### src/rtl/muldiv_pkg.sv
package muldiv_pkg;
  typedef enum logic [1:0] {
    OP_MULS = 2'b00,
    OP_MULU = 2'b01,
    OP_DIVS = 2'b10,
    OP_DIVU = 2'b11
  } md_op_e;
endpackage

### src/rtl/md_mul_step.sv
// One shift-add iteration: conditionally add the multiplicand into the
// upper half, then shift the {acc,q} pair right by one.
module md_mul_step #(
  parameter int W = 32
) (
  input  logic [W-1:0] acc,
  input  logic [W-1:0] q,
  input  logic [W-1:0] m,
  output logic [W-1:0] acc_n,
  output logic [W-1:0] q_n
);
  logic [W:0] sum;

  always_comb begin
    sum   = {1'b0, acc} + (q[0] ? {1'b0, m} : '0);
    acc_n = sum[W:1];
    q_n   = {sum[0], q[W-1:1]};
  end
endmodule

### src/rtl/md_div_step.sv
// One restoring-division iteration: shift the next dividend bit into the
// partial remainder and subtract the divisor when it fits.
module md_div_step #(
  parameter int W = 32
) (
  input  logic [W-1:0] acc,
  input  logic [W-1:0] q,
  input  logic [W-1:0] m,
  output logic [W-1:0] acc_n,
  output logic [W-1:0] q_n
);
  logic [W:0] shifted;
  logic [W:0] diff;
  logic       fits;

  always_comb begin
    shifted = {acc, q[W-1]};
    fits    = (shifted >= {1'b0, m});
    diff    = shifted - {1'b0, m};
    acc_n   = fits ? diff[W-1:0] : shifted[W-1:0];
    q_n     = {q[W-2:0], fits};
  end
endmodule

### src/rtl/md_sign_fix.sv
// Applies the sign correction to magnitude results at commit time.
module md_sign_fix #(
  parameter int W = 32
) (
  input  logic         is_div,
  input  logic         flip_lo,
  input  logic         flip_hi,
  input  logic [W-1:0] hi_raw,
  input  logic [W-1:0] lo_raw,
  output logic [W-1:0] hi_out,
  output logic [W-1:0] lo_out
);
  localparam int DW = 2 * W;
  logic [DW-1:0] prod;

  always_comb begin
    prod = {hi_raw, lo_raw};
    if (is_div) begin
      lo_out = flip_lo ? (~lo_raw + 1'b1) : lo_raw;
      hi_out = flip_hi ? (~hi_raw + 1'b1) : hi_raw;
    end else begin
      if (flip_lo) prod = ~prod + 1'b1;
      hi_out = prod[DW-1:W];
      lo_out = prod[W-1:0];
    end
  end
endmodule

### src/rtl/muldiv_hilo.sv
module muldiv_hilo #(
  parameter int W = 32
) (
  input  logic         clk,
  input  logic         rst_n,
  input  logic         start,
  input  logic [1:0]   op,
  input  logic [W-1:0] opa,
  input  logic [W-1:0] opb,
  output logic         busy,
  input  logic         wr_hi,
  input  logic         wr_lo,
  input  logic [W-1:0] wr_data,
  input  logic         rd_req,
  input  logic         rd_sel,
  output logic [W-1:0] rd_data,
  output logic         rd_valid
);
  import muldiv_pkg::*;

  localparam int CW = $clog2(W + 1);
  localparam logic [CW-1:0] ITERS = CW'(W);

  // architectural and working state
  logic [W-1:0]  hi_q, lo_q, acc_q, qr_q, m_q;
  logic [W-1:0]  hi_d, lo_d, acc_d, qr_d, m_d;
  logic          busy_q, busy_d;
  logic [CW-1:0] cnt_q, cnt_d;
  logic          is_div_q, is_div_d, flip_lo_q, flip_lo_d, flip_hi_q, flip_hi_d;
  logic          hi_en, lo_en, work_en;

  // iteration datapath
  logic [W-1:0] mul_acc, mul_q, div_acc, div_q, step_acc, step_q;
  logic [W-1:0] fix_hi, fix_lo;

  md_mul_step #(.W(W)) u_mul (
    .acc(acc_q), .q(qr_q), .m(m_q), .acc_n(mul_acc), .q_n(mul_q)
  );
  md_div_step #(.W(W)) u_div (
    .acc(acc_q), .q(qr_q), .m(m_q), .acc_n(div_acc), .q_n(div_q)
  );

  assign step_acc = is_div_q ? div_acc : mul_acc;
  assign step_q   = is_div_q ? div_q   : mul_q;

  md_sign_fix #(.W(W)) u_fix (
    .is_div(is_div_q), .flip_lo(flip_lo_q), .flip_hi(flip_hi_q),
    .hi_raw(step_acc), .lo_raw(step_q), .hi_out(fix_hi), .lo_out(fix_lo)
  );

  // operand decode
  logic         accept, last, sgn, neg_a, neg_b;
  logic [W-1:0] mag_a, mag_b;

  always_comb begin
    accept = start && !busy_q;
    last   = busy_q && (cnt_q == CW'(1));
    sgn    = (op == OP_MULS) || (op == OP_DIVS);
    neg_a  = sgn && opa[W-1];
    neg_b  = sgn && opb[W-1];
    mag_a  = neg_a ? (~opa + 1'b1) : opa;
    mag_b  = neg_b ? (~opb + 1'b1) : opb;
  end

  // next-state logic
  always_comb begin
    busy_d    = busy_q;
    cnt_d     = cnt_q;
    is_div_d  = is_div_q;
    flip_lo_d = flip_lo_q;
    flip_hi_d = flip_hi_q;
    acc_d     = acc_q;
    qr_d      = qr_q;
    m_d       = m_q;
    hi_d      = hi_q;
    lo_d      = lo_q;
    hi_en     = 1'b0;
    lo_en     = 1'b0;
    work_en   = 1'b0;

    if (accept) begin
      work_en   = 1'b1;
      busy_d    = 1'b1;
      cnt_d     = ITERS;
      is_div_d  = op[1];
      flip_lo_d = neg_a ^ neg_b;
      flip_hi_d = neg_a;
      acc_d     = '0;
      qr_d      = mag_a;
      m_d       = mag_b;
    end else if (busy_q) begin
      work_en = 1'b1;
      cnt_d   = cnt_q - CW'(1);
      acc_d   = step_acc;
      qr_d    = step_q;
      if (last) begin
        busy_d = 1'b0;
        hi_d   = fix_hi;
        lo_d   = fix_lo;
        hi_en  = 1'b1;
        lo_en  = 1'b1;
      end
    end

    if (!busy_q) begin
      if (wr_hi) begin
        hi_d  = wr_data;
        hi_en = 1'b1;
      end
      if (wr_lo) begin
        lo_d  = wr_data;
        lo_en = 1'b1;
      end
    end
  end

  // registers
  always_ff @(posedge clk or negedge rst_n) begin
    if (!rst_n) begin
      busy_q <= 1'b0;
      cnt_q  <= '0;
    end else begin
      busy_q <= busy_d;
      cnt_q  <= cnt_d;
    end
  end

  always_ff @(posedge clk or negedge rst_n) begin
    if (!rst_n) begin
      hi_q <= '0;
    end else if (hi_en) begin
      hi_q <= hi_d;
    end
  end

  always_ff @(posedge clk or negedge rst_n) begin
    if (!rst_n) begin
      lo_q <= '0;
    end else if (lo_en) begin
      lo_q <= lo_d;
    end
  end

  always_ff @(posedge clk or negedge rst_n) begin
    if (!rst_n) begin
      acc_q     <= '0;
      qr_q      <= '0;
      m_q       <= '0;
      is_div_q  <= 1'b0;
      flip_lo_q <= 1'b0;
      flip_hi_q <= 1'b0;
    end else if (work_en) begin
      acc_q     <= acc_d;
      qr_q      <= qr_d;
      m_q       <= m_d;
      is_div_q  <= is_div_d;
      flip_lo_q <= flip_lo_d;
      flip_hi_q <= flip_hi_d;
    end
  end

  // outputs
  assign busy     = busy_q;
  assign rd_valid = rd_req && !busy_q;
  assign rd_data  = rd_sel ? hi_q : lo_q;
endmodule

### config.mk
export PLATFORM = sky130hd
export DESIGN_NAME = muldiv_hilo
export DESIGN_NICKNAME = d
export VERILOG_FILES = /design/src/rtl/muldiv_pkg.sv /design/src/rtl/md_mul_step.sv /design/src/rtl/md_div_step.sv /design/src/rtl/md_sign_fix.sv /design/src/rtl/muldiv_hilo.sv
export SDC_FILE = /design/constraint.sdc
export NUM_CORES = 1
export LEC_CHECK = 0
export BUFFER_PORTS_ARGS = -buffer_cell sky130_fd_sc_hd__buf_2
export CAP_MARGIN = 20
export CORE_UTILIZATION = 62
export CTS_CLUSTER_SIZE = 25
export DETAILED_ROUTE_END_ITERATION = 6
export GPL_TIMING_DRIVEN = 0
export PLACE_DENSITY = 0.92
export SYNTH_ARGS = -nofsm -noshare
export SYNTH_HDL_FRONTEND = slang
export SYNTH_SLANG_ARGS = --single-unit
### constraint.sdc
create_clock -name clk -period 5.77 [get_ports clk]
set_input_delay 1.154 -clock clk [delete_from_list [all_inputs] [get_ports clk]]
set_output_delay 1.154 -clock clk [all_outputs]
set_load 0.02 [all_outputs]
---- Word-level counts from Yosys, hierarchy flattened ----
Cells that the tools add are included.
cells by class
  bitwise gates (word level) .............. 6
  div/mod/pow operators ................... 0
  $mul .................................... 0
  add/sub/neg operators ................... 8
  magnitude comparators ................... 1
  mux-type cells .......................... 40
  shift-type cells ........................ 0
  eq/ne operators ......................... 2
  reduce and logical (&&, ||, !) cells .... 11
operators by type and width
  operator                 count
  $mux W32                 25
  $add A32 B1 Y32 const B  4
  $not A32 Y32             4
  $add A64 B1 Y64 const B  1
  $mux W64                 1
  $not A64 Y64             1
  $add A32 B32 Y33         1
  $ge A33 B32 Y1           1
  $sub A32 B32 Y32         1
  $mux W1                  12
  $mux W6                  2
  $eq A6 B1 Y1 const B     1
  $sub A6 B1 Y6 const B    1
  $logic_and A1 B1 Y1      5
  $reduce_and A2 Y1        2
  $eq A2 B2 Y1 const B     1
  $logic_not A2 Y1         1
  $reduce_bool A2 Y1       1
  $logic_not A1 Y1         1
  $logic_or A1 B1 Y1       1
  $xor A1 B1 Y1            1
word-level totals
  flip-flop bits (word level) ............. 170
  latch bits .............................. 0
  RAM bits ................................ 0
  output and inout port bits .............. 34
  logic and storage cells ................. 78
  bits of input ports ..................... 105
  memories ................................ 0
  ROM bits ................................ 0

---- Depth between registers and ports, before layout ----
  depth after elaboration ................. 12
  gate-level depth with buffers ........... 25

---- By module ----
A second synthesis with hierarchy kept.
unflattened totals
  cell total of the unflattened synthesis .. 1979
  area, all modules ....................... 16628.4 µm²
by module, submodules not included
  module       cells each  sequential area each (µm²)  area an instance (µm²)  times used
  muldiv_hilo  980         4254.1                      9683.0                  1
  md_div_step  355         0.0                         2571.2                  1
  md_mul_step  353         0.0                         2428.6                  1
  md_sign_fix  291         0.0                         1945.6                  1

---- Least setup slack after synthesis ----
Ideal clock, no wire load.
  kind .................................... register -> register
  from .................................... register is_div_q
  to ...................................... register hi_q[26]
  setup slack ............................. 0.678 ns
  cell stages (with the launch flop) ...... 24
  arrival ................................. 5.015 ns
  clock period less this slack ............ 5.092 ns
  cells stage by stage .................... dfrtp_1 -> buf_6 -> buf_6 -> buf_6 -> buf_2 -> buf_2 -> buf_2 -> buf_2 -> buf_1 -> clkbuf_1 -> mux2i_1 -> ha_1 -> o211ai_1 -> or4_1 -> nand3b_4 -> or4_1 -> nand2_1 -> a21o_1 -> nand2_1 -> nor3_1 -> and4b_1 -> or3_1 -> nand3_1 -> a21oi_1
on the way
  cells in the longest elaborated chain, start to end .. 10
ends and longest elaborated chain
  what                                                       line                                  RTL
  from (decl)                                                muldiv_hilo.sv:29                     logic is_div_q, is_div_d, flip_lo_q, flip_lo_d, flip_hi_q, flip_hi_d;
  from (signal assigned)                                     muldiv_hilo.sv:156                    is_div_q <= is_div_d;
  $mux W32, on equally long branches                         muldiv_hilo.sv:44, muldiv_hilo.sv:43
  $not A64 Y64 / $not A32 Y32 (equally long branches)        md_sign_fix.sv:22, md_sign_fix.sv:20
  $add A64 B1 Y64 / $add A32 B1 Y32 (equally long branches)  md_sign_fix.sv:22, md_sign_fix.sv:20
  $mux W64 / $mux W32 (equally long branches)                md_sign_fix.sv:22, md_sign_fix.sv:20
  $mux W32 *                                                 md_sign_fix.sv:18                     if (is_div) begin
  $mux W32 *                                                 muldiv_hilo.sv:96                     if (last) begin
  $mux W32 *                                                 muldiv_hilo.sv:91                     end else if (busy_q) begin
  $mux W32 *                                                 muldiv_hilo.sv:81                     if (accept) begin
  $mux W32                                                   muldiv_hilo.sv:106                    if (wr_hi) begin
  $mux W32 *                                                 muldiv_hilo.sv:105                    if (!busy_q) begin
  to (signal assigned)                                       muldiv_hilo.sv:132                    hi_q <= hi_d;
  to (decl)                                                  muldiv_hilo.sv:25                     logic [W-1:0] hi_q, lo_q, acc_q, qr_q, m_q;
Mark *: on every way between the ends. The rest lies on a longest branch, timed or not.
A chain may end at the register's enable or synchronous reset.

---- Worst setup path after layout ----
  from .................................... register qr_q[0]
  to ...................................... register hi_q[17]
on the way
  cells in the longest elaborated chain, start to end .. 12
ends and longest elaborated chain
  what                                                       line                                  RTL
  from (decl)                                                muldiv_hilo.sv:25
  from (signal assigned)                                     muldiv_hilo.sv:154                    qr_q <= qr_d;
  $mux W32                                                   md_mul_step.sv:15                     sum = {1'b0, acc} + (q[0] ? {1'b0, m} : '0);
  $add A32 B32 Y33                                           md_mul_step.sv:15
  $mux W32, on equally long branches                         muldiv_hilo.sv:44, muldiv_hilo.sv:43
  $not A64 Y64 / $not A32 Y32 (equally long branches)        md_sign_fix.sv:22, md_sign_fix.sv:20
  $add A64 B1 Y64 / $add A32 B1 Y32 (equally long branches)  md_sign_fix.sv:22, md_sign_fix.sv:20
  $mux W64 / $mux W32 (equally long branches)                md_sign_fix.sv:22, md_sign_fix.sv:20
  $mux W32 *                                                 md_sign_fix.sv:18
  $mux W32 *                                                 muldiv_hilo.sv:96
  $mux W32 *                                                 muldiv_hilo.sv:91
  $mux W32 *                                                 muldiv_hilo.sv:81
  $mux W32                                                   muldiv_hilo.sv:106
  $mux W32 *                                                 muldiv_hilo.sv:105
Marks and branches as above.

==> results.toml <==
[run_status]
status = "finished, violations left"
violations = "negative setup slack"

[die]
fp-row-count = 57
fp.dieH_um = 161
coreArea_sq_um = 24600
die_w_um = 161
ios = 139
die_area_sq_um = 26000
start_util_pct = 64.0

[final_layout]
drive_gt1_share_pct = 14.5
fillers = 1999
register_area_sq_um = 4260
nNetsFinal = 2352
syn2layout_area_growth_pct = 11.8
multi_input_area_sq_um = 10700
n_antenna_cell = 0

[global_route]
grt_usage_pct = 45.2
globalRouteOverflowTotal = 0
grt_pass1_wl_um = 90600
grt_pass1_vias = 16100
antenna_found_initial = 0
grt_max_degree = 126

[place]
portBuffers = 136
routabilityCongestion = 1.02
dp_hpwl_um = 46300
dp_slack_ns = -1.12

[synth]
synth_top_flop_cell = "dfrtp_1"
syn_inst = 2018
avgSynthCellArea_sq_um = 7.80
synth_area_leaders = "dfrtp_1, o21ai_0, nand2_1"
synth_top_area_share_pct = 27.0
synth_edf_count = 0
yosysSeqAreaShare_pct = 27.0
ys_types = 98
syn_area_sq_um = 15700
synth_warnings = 0
synth_seq_cells = 170
synth_top_area_cell = "dfrtp_1"
syn_nets = 2195
synth_common_cells = "nand2_1, o21ai_0, dfrtp_1, a21oi_1, nor2_1"
async_flop_share_pct = 100
yosysMostFrequentCell = "nand2_1"

[sta]
relSlewSlack_pct = 36.3
worst_slew_pin_slew_ns = 0.946
finalCritPeriodShare_pct = 100
period_needed_ns = 5.77
setup_violations = 1
clock-skew-final_ns = 0.0247
worst_slack_ns = -0.00247
fmaxAchievable_mhz = 173
hold_viol = 0
drv_slew = 0

[setup_path]
crit_fanout = 10
critPathArrivalTime_ns = 6.11
reg2reg_depth = 17
max_stage_delay_ns = 0.66
start_kind = "register"
reg2reg_to = "hi_q[17]$_DFFE_PN0P_"
required_ns = 6.10
ff2ff_setup_slack_ns = -0.002
cp_cell_sequence = "clkbuf_2, nand2_1, inv_1, ha_1, a211oi_1, o211ai_1, a21oi_2, a21oi_1, xnor2_1, o22ai_1, a31oi_2, nand3_2, nor4_2, nand3_1, a21oi_2, mux2i_1, a21oi_1"
rr_startpoint = "qr_q[0]$_DFFE_PN0P_"
timing_worst_setup_path_type = "reg2reg"
crit_path_end_kind = "register"
cp_slowest_cell = "dfrtp_1"

[clocking]
htreeDepth = 4
cts_num_sinks = 170
clkLatencyLatePin_ns = 0.46
clockBufferDepth = 2
clk_pin_slew_ns = 0.10
tritoncts = "built"
hold_buffers = 0
root_buffer = "clkbuf_16"
cts_buffers = 17

[hold_path]
worstHoldStart = "m_q[9]$_DFFE_PN0P_"
hold_end = "m_q[9]$_DFFE_PN0P_"
hp-class = "reg2reg"
hold_depth = 2

[drt]
num_vias = 17200
totalWireLength_um = 59200
dr.pass1.iters = 6
drt-initial-drc-count = 2470
wire_per_inst_um = 23.6
vias_per_cell = 6.83
drc = 0
postRouteAntennaNets = 0

[run]
drv_cap = 0
[cell usage in the layout (no fill, tap or decap), types with 21 or more instances in the layout]
| cell | n |
|---|---|
| nand2_1 | 239 |
| o21ai_0 | 216 |
| dfrtp_1 | 163 |
| a21oi_1 | 157 |
| buf_2 | 150 |
| nor2_1 | 143 |
| xnor2_1 | 85 |
| clkbuf_1 | 81 |
| inv_1 | 76 |
| ha_1 | 69 |
| xor2_1 | 66 |
| and2_1 | 41 |
| nor3_1 | 41 |
| mux2_2 | 40 |
| o211ai_1 | 39 |
| nand3_1 | 37 |
| mux2i_1 | 30 |
| and3_1 | 27 |
| a22oi_1 | 24 |
| or3_1 | 22 |
| o21a_1 | 21 |
[state kept, by name, summed over array words and instances, names as in the netlist]
name,cells
acc_q,32
hi_q,32
lo_q,32
m_q,32
qr_q,32
cnt_q,6
busy,1
flip_hi_q,1
flip_lo_q,1
is_div_q,1
[critical path, delay by kind of cell (launching register included)]
kind / cells / cell delay [ns]
buffers and inverters: 2 / 0.47
adders and majority gates: 1 / 0.24
muxes: 1 / 0.40
AOI/OAI and AO/OA: 8 / 2.36
xor gates and xnor gates: 1 / 0.40
and+or+nand+nor: 4 / 1.11
DFF: 1 / 0.66
[what timing repair did]
action                                  in CTS  in global routing
pin swaps                                    2                  2
gates resized for setup                     14                 25
buffers inserted                             1                  1
endpoints found under the setup margin      27                 12
[final cells by class]
class                           instances  area share [%]
Sequential cell                       170            24.2
Clock inverter                         15            1.12
Buffer                                123            3.25
Tap cell                              324            2.30
Clock buffer                           17            2.42
Inverter                               77            1.64
Timing Repair Buffer                  140            4.21
Multi-Input combinational cell       1646            60.9
[through the flow]
stage / instance area [sq um] / hold slack [ns] / cells / utilization [%] / TNS, ns
after floorplan: 15700 / 0.446 / 2018 / - / 0
after global placement: 16800 / 0.468 / 2478 / 68.4 / -12.35
after detailed placement: 16900 / 0.488 / 2480 / 68.6 / -14.36
after CTS: 17500 / 0.499 / 2512 / 71.3 / 0
after global routing: 17600 / 0.531 / 2512 / 71.6 / -0.185
final: 17600 / 0.505 / 2512 / 71.6 / -0.00247
[per-layer routing]
layer | global-route usage, % | routed length (um)
met3 | 12.0 | 7720
met1 | 63.0 | 23900
met2 | 67.0 | 25100
met4 | 16.8 | 2400
met5 | 0 | 0
[kinds of logic after synthesis]
family	Yosys count	share of synthesized area [%]
AO/OA/AOI/OAI	682	27.6
AND/OR/NAND/NOR	669	20.8
buffers and inverters	202	5.43
flip-flops	170	27.0
XOR/XNOR	151	8.40
multiplexers	72	4.90
adder cells (fa/ha/maj)	72	5.82
[how the worst max path moves through the flow]
stage / startpoint / endpoint / slack, ns / depth (start not counted)
2_1_floorplan: is_div_q$_DFFE_PN0P_ / hi_q[26]$_DFFE_PN0P_ / 0.68 / 23
4_1_cts: acc_q[5]$_DFFE_PN0P_ / hi_q[18]$_DFFE_PN0P_ / 0.01 / 23
6_report: qr_q[0]$_DFFE_PN0P_ / hi_q[17]$_DFFE_PN0P_ / -0.002 / 17
5_1_grt: m_q[21]$_DFFE_PN0P_ / hi_q[26]$_DFFE_PN0P_ / -0.11 / 24
3_5_place_dp: is_div_q$_DFFE_PN0P_ / hi_q[18]$_DFFE_PN0P_ / -1.12 / 22
3_3_place_gp: is_div_q$_DFFE_PN0P_ / hi_q[18]$_DFFE_PN0P_ / -0.98 / 22
Power is not shown: default switching activity piles up to over one toggle a cycle in this logic, so the estimate is an artifact.
